**src/rtl/gpio_edge_pkg.sv**
```systemverilog
package gpio_edge_pkg;
  localparam int A_DIR  = 0;
  localparam int A_OUT  = 1;
  localparam int A_IN   = 2;
  localparam int A_EDGE = 3;
  localparam int A_FLAG = 4;
  localparam int A_EN   = 5;
endpackage

```
**src/rtl/gpio_pin_sync.sv**
```systemverilog
module gpio_pin_sync #(
  parameter int WIDTH  = 8,
  parameter int STAGES = 2
) (
  input  logic             clk,
  input  logic             rst,
  input  logic [WIDTH-1:0] pin_in,
  input  logic [WIDTH-1:0] fall_sel,
  output logic [WIDTH-1:0] level,
  output logic [WIDTH-1:0] hit
);
  localparam int PRIME_W = STAGES + 1;

  logic [STAGES-1:0][WIDTH-1:0] chain;
  logic [WIDTH-1:0]             prev;
  logic [PRIME_W-1:0]           prime;

  always_ff @(posedge clk) begin
    if (rst) begin
      chain <= '0;
      prev  <= '0;
      prime <= '0;
    end else begin
      chain[0] <= pin_in;
      for (int s = 1; s < STAGES; s++) chain[s] <= chain[s-1];
      prev  <= chain[STAGES-1];
      prime <= {prime[PRIME_W-2:0], 1'b1};
    end
  end

  assign level = chain[STAGES-1];

  for (genvar i = 0; i < WIDTH; i++) begin : g_edge
    logic rise, fall;
    assign rise   = level[i] & ~prev[i];
    assign fall   = ~level[i] & prev[i];
    assign hit[i] = prime[PRIME_W-1] & (fall_sel[i] ? fall : rise);
  end

  // a reported edge always coincides with a change of the synchronised level
  p_hit_needs_change_r3: assert property (@(posedge clk) disable iff (rst)
    (hit != '0) |-> (level != $past(level)));
endmodule

```
**src/rtl/gpio_irq_regs.sv**
```systemverilog
module gpio_irq_regs #(
  parameter int WIDTH = 8
) (
  input  logic             clk,
  input  logic             rst,
  input  logic             sel_we,
  input  logic             flag_we,
  input  logic             en_we,
  input  logic [WIDTH-1:0] wdata,
  input  logic [WIDTH-1:0] hit,
  output logic [WIDTH-1:0] sel_q,
  output logic [WIDTH-1:0] flag_q,
  output logic [WIDTH-1:0] en_q,
  output logic             irq
);
  logic [WIDTH-1:0] flag_d;

  always_comb begin
    flag_d = flag_we ? wdata : flag_q;
    flag_d = flag_d | hit;
  end

  always_ff @(posedge clk) begin
    if (rst) begin
      sel_q  <= '0;
      flag_q <= '0;
      en_q   <= '0;
    end else begin
      if (sel_we) sel_q <= wdata;
      if (en_we)  en_q  <= wdata;
      flag_q <= flag_d;
    end
  end

  assign irq = |(flag_q & en_q);

  // every detected edge leaves its flag set, whatever software wrote
  p_edge_sets_flag_r5: assert property (@(posedge clk) disable iff (rst)
    (hit != '0) |=> ((flag_q & $past(hit)) == $past(hit)));
  // without a flag write no set flag is lost
  p_flag_sticky_r4: assert property (@(posedge clk) disable iff (rst)
    !flag_we |=> ((flag_q & $past(flag_q)) == $past(flag_q)));
  // request holds until flag or enable is written
  p_irq_holds_r6: assert property (@(posedge clk) disable iff (rst)
    (irq && !flag_we && !en_we) |=> irq);
  // all enables clear means no request
  p_irq_masked_r6: assert property (@(posedge clk) disable iff (rst)
    (en_q == '0) |-> !irq);
endmodule

```
**src/rtl/gpio_edge_port.sv**
```systemverilog
module gpio_edge_port #(
  parameter int WIDTH       = 8,
  parameter int SYNC_STAGES = 2,
  parameter int ADDR_W      = 3
) (
  input  logic              clk,
  input  logic              rst,
  input  logic [ADDR_W-1:0] bus_addr,
  input  logic              bus_we,
  input  logic [WIDTH-1:0]  bus_wdata,
  output logic [WIDTH-1:0]  bus_rdata,
  input  logic [WIDTH-1:0]  pin_in,
  input  logic [WIDTH-1:0]  pin_alt,
  output logic [WIDTH-1:0]  pin_out,
  output logic [WIDTH-1:0]  pin_oe,
  output logic [WIDTH-1:0]  pin_pu,
  output logic              irq
);
  import gpio_edge_pkg::*;

  logic [WIDTH-1:0] dir_q, out_q, level, hit, sel_q, flag_q, en_q;
  logic             wr_dir, wr_out, wr_sel, wr_flag, wr_en;

  assign wr_dir  = bus_we && (bus_addr == ADDR_W'(A_DIR));
  assign wr_out  = bus_we && (bus_addr == ADDR_W'(A_OUT));
  assign wr_sel  = bus_we && (bus_addr == ADDR_W'(A_EDGE));
  assign wr_flag = bus_we && (bus_addr == ADDR_W'(A_FLAG));
  assign wr_en   = bus_we && (bus_addr == ADDR_W'(A_EN));

  always_ff @(posedge clk) begin
    if (rst) begin
      dir_q <= '0;
      out_q <= '0;
    end else begin
      if (wr_dir) dir_q <= bus_wdata;
      if (wr_out) out_q <= bus_wdata;
    end
  end

  gpio_pin_sync #(.WIDTH(WIDTH), .STAGES(SYNC_STAGES)) i_sync (
    .clk(clk), .rst(rst), .pin_in(pin_in), .fall_sel(sel_q),
    .level(level), .hit(hit));

  gpio_irq_regs #(.WIDTH(WIDTH)) i_irq (
    .clk(clk), .rst(rst), .sel_we(wr_sel), .flag_we(wr_flag), .en_we(wr_en),
    .wdata(bus_wdata), .hit(hit), .sel_q(sel_q), .flag_q(flag_q),
    .en_q(en_q), .irq(irq));

  always_ff @(posedge clk) begin
    if (rst) begin
      bus_rdata <= '0;
    end else begin
      case (int'(bus_addr))
        A_DIR:   bus_rdata <= dir_q;
        A_OUT:   bus_rdata <= out_q;
        A_IN:    bus_rdata <= level;
        A_EDGE:  bus_rdata <= sel_q;
        A_FLAG:  bus_rdata <= flag_q;
        A_EN:    bus_rdata <= en_q;
        default: bus_rdata <= '0;
      endcase
    end
  end

  assign pin_out = out_q;
  assign pin_oe  = dir_q & ~pin_alt;
  assign pin_pu  = ~dir_q & out_q;

  // a pin is never both driven and pulled up
  p_pullup_vs_drive_r7: assert property (@(posedge clk) disable iff (rst)
    (pin_pu & pin_oe) == '0);
  // one edge after reset direction and output are cleared
  p_dir_reset_r1: assert property (@(posedge clk)
    $past(rst) |-> (dir_q == '0 && out_q == '0 && !irq));
endmodule

```
**config.mk**
```make
export PLATFORM = sky130hd
export DESIGN_NAME = gpio_edge_port
export DESIGN_NICKNAME = d
export VERILOG_FILES = /design/src/rtl/gpio_edge_pkg.sv /design/src/rtl/gpio_pin_sync.sv /design/src/rtl/gpio_irq_regs.sv /design/src/rtl/gpio_edge_port.sv
export SDC_FILE = /design/constraint.sdc
export NUM_CORES = 1
export LEC_CHECK = 0
export ABC_CLOCK_PERIOD_IN_PS = 1900
export BUFFER_PORTS_ARGS = -buffer_cell sky130_fd_sc_hd__buf_2
export CORE_UTILIZATION = 54
export DETAILED_ROUTE_END_ITERATION = 10
export PLACE_DENSITY_LB_ADDON = 0.25
export REMOVE_ABC_BUFFERS = 1
export SLEW_MARGIN = 20
export SYNTH_ARGS = -nofsm -noshare
export SYNTH_HDL_FRONTEND = slang
export SYNTH_SLANG_ARGS = --single-unit
```
**constraint.sdc**
```tcl
create_clock -name clk -period 1.9 [get_ports clk]
set_clock_uncertainty 0.2 [all_clocks]
set_input_delay 0.38 -clock clk [delete_from_list [all_inputs] [get_ports clk]]
set_output_delay 0.38 -clock clk [all_outputs]
set_load 0.03 [all_outputs]
```
==> flow_metrics.tcl <==
set metrics [dict create \
    outcome "completed" \
    clk_pin_slew_ps 80 \
    min_to "i_sync.chain[1]$_SDFF_PP0_" \
    crit_type "reg2out" \
    worstSetupStartpointType "flip-flop" \
    grt_pass1_vias 2512 \
    grt_max_degree 40 \
    finalSetupTns_ps 0 \
    dp_worst_setup_slack_ps 69.4 \
    root_buffer "clkbuf_8" \
    maxCapViolCount 0 \
    htreeDepth 3 \
    drive_above_1_share 0.252 \
    ys_types 32 \
    final-hold-violation-count 0 \
    setup-violations-final 0 \
    crit_path_end_kind "output pin" \
    drt-total-wl_um 7000 \
    fillers 451 \
    use_met2 0.418 \
    area_growth_pct 21.7 \
    ir_drop_uv 764 \
    final.setup.worst_slack_ps 61.4 \
    clkLatencyLatePin_ps 350 \
    vias_per_cell 5.36 \
    grt_use_met3 0.0369 \
    grt.total_usage 0.251 \
    dr.pass1.iters 4 \
    holdCritStartpoint "pin_in[1]" \
    cts_buffer_depth 2 \
    r2r_cells 3 \
    use_met1 0.303 \
    yosysSeqAreaShare 0.491 \
    synth-edff-count 0 \
    dp_hpwl_um 4800 \
    n_antenna_cell 0 \
    reg2reg_from "pin_out[3]$_SDFFE_PP0P_" \
    synth_cells 343 \
    cts_tree "built" \
    gp_congestion 0.806 \
    mostFrequentLayoutCell "nand2_1" \
    critical_path_peak_fanout 3 \
    grt_antenna_before_repair 0 \
    worst_pin_slew_ps 530 \
    die_w_um 77.2 \
    clock_sinks 75 \
    vias 2601 \
    power-per-cell-area_mw_per_mm2 906 \
    fin_nets 439 \
    period_share 0.968 \
    hold_path_class "in2reg" \
    async_flop_share 0 \
    most-common-layout-cells "nand2_1 (91), dfxtp_1 (75), buf_2 (62)" \
    ys_ff_latch 75 \
    rows 27 \
    grt_first_pass_wirelength_um 11400 \
    cp.required_ps 1320 \
    ys_warn_count 0 \
    drt_iter0_drc 224 \
    remaining_drc_errors 0 \
    cp.arrival_ps 1260 \
    fp.dieArea_sq_mm 0.00596 \
    wl_per_cell_um 14.4 \
    hold_path_depth 2 \
    rsz0062_at_grt "false" \
    min_period_ps 1840 \
    port_buffers 62 \
    timing.rr.end "bus_rdata[3]$_SDFF_PP0_" \
    slew-limit-headroom 0.645 \
    p_leak_nw 1.51 \
    die_height_um 77.2 \
    io_pins 63 \
    core_area_sq_mm 0.00547 \
    synthFlopType "dfxtp_1" \
    syn_area_per_cell_sq_um 8.91 \
    drv_slew 0 \
    timing.fmax_ghz 0.544 \
    reg2reg_setup_slack_ps 580 \
    start_util 0.558 \
    syn_area_sq_mm 0.00306 \
    grt_busiest_layer "met2" \
    postRouteAntennaNets 0 \
    overflow 0 \
    fin_util 0.680 \
    holdBufCountCts 0 \
    cts_buffers 9 \
]
==> sequential cells by signal, indices dropped and copies added, names as in the netlist <==
name and flops:
i_irq.flag_q 8, i_sync.prev 8, bus_rdata 8, i_irq.en_q 8
i_sync.chain 8, i_sync.level 8, dir_q 8, i_sync.prime 3
pin_out 8, i_irq.sel_q 8
==> synth_stat cells, types with 2 or more instances <==
library cell | instances | share of area
clkbuf_1 | 9 | 0.011
buf_4 | 3 | 0.0074
nor2_1 | 12 | 0.015
a31oi_1 | 8 | 0.016
mux4_2 | 6 | 0.044
nor2b_1 | 42 | 0.086
o22ai_1 | 8 | 0.016
a21oi_1 | 27 | 0.044
buf_2 | 5 | 0.0082
dfxtp_1 | 75 | 0.49
mux2_2 | 2 | 0.0074
buf_6 | 2 | 0.0074
nand2b_1 | 10 | 0.020
o21ai_0 | 8 | 0.013
nand2_1 | 91 | 0.11
a22oi_1 | 4 | 0.0098
mux2i_1 | 16 | 0.052
==> how the worst max path moves through the flow <==
stage / start / end / depth (start not counted)
6_report: i_irq.flag_q[6]$_SDFF_PP0_ / irq / 3
5_1_grt: i_irq.flag_q[1]$_SDFF_PP0_ / irq / 3
4_1_cts: i_irq.flag_q[6]$_SDFF_PP0_ / irq / 3
3_5_place_dp: bus_addr[0] / pin_out[0]$_SDFFE_PP0P_ / 5
3_3_place_gp: bus_addr[0] / pin_out[0]$_SDFFE_PP0P_ / 5
2_1_floorplan: bus_addr[1] / pin_out[0]$_SDFFE_PP0P_ / 4
==> repair_timing <==
action                     CTS  global route
gates resized for setup      0             2
setup endpoints to repair    0             1
buffers inserted             0             0
==> metal layers <==
layer,share of wire,vias up
met3,0.065,19
met1,0.42,1201
met4,0.029,0
li1,-,1278
met5,0,-
met2,0.48,103
==> critical path: stages (launching register included) <==
cell	delay, ps
dfxtp_1	340
a22oi_2	230
nand4_1	140
buf_2	200
==> power breakdown <==
group          internal (mW)  switching, mW
registers               1.62         0.0321
clock network          0.869          0.599
logic                  0.107          0.148
total                   2.59          0.778
==> kinds of logic after synthesis <==
| group | after synthesis | share of synthesized area |
|---|---|---|
| simple gates | 166 | 0.263 |
| flops | 75 | 0.491 |
| compound gates | 57 | 0.105 |
| mux | 24 | 0.104 |
| buf+inv | 21 | 0.0364 |
==> layout make-up <==
type | count | area, sq um | share of cell area
Multi-Input combinational cell | 247 | 1450 | 0.391
Tap cell | 72 | 90.1 | 0.0242
Clock buffer | 9 | 124 | 0.0333
Sequential cell | 75 | 1500 | 0.404
Clock inverter | 6 | 115 | 0.0309
Timing Repair Buffer | 75 | 433 | 0.116
Inverter | 1 | 3.75 | 0.00101
==> per-stage QoR <==
| step | hold slack [ps] | cell area [sq um] | instances | total power, mW |
|---|---|---|---|---|
| floorplan | 214 | 2950 | 323 | 1.80 |
| global placement | 216 | 3470 | 470 | 1.93 |
| detailed placement | 224 | 3470 | 470 | 1.94 |
| CTS | 21.7 | 3710 | 485 | 3.38 |
| global route | 29.2 | 3720 | 485 | 3.48 |
| finish | 21.3 | 3720 | 485 | 3.37 |
No activity file was read; power rests on OpenSTA's default activity.
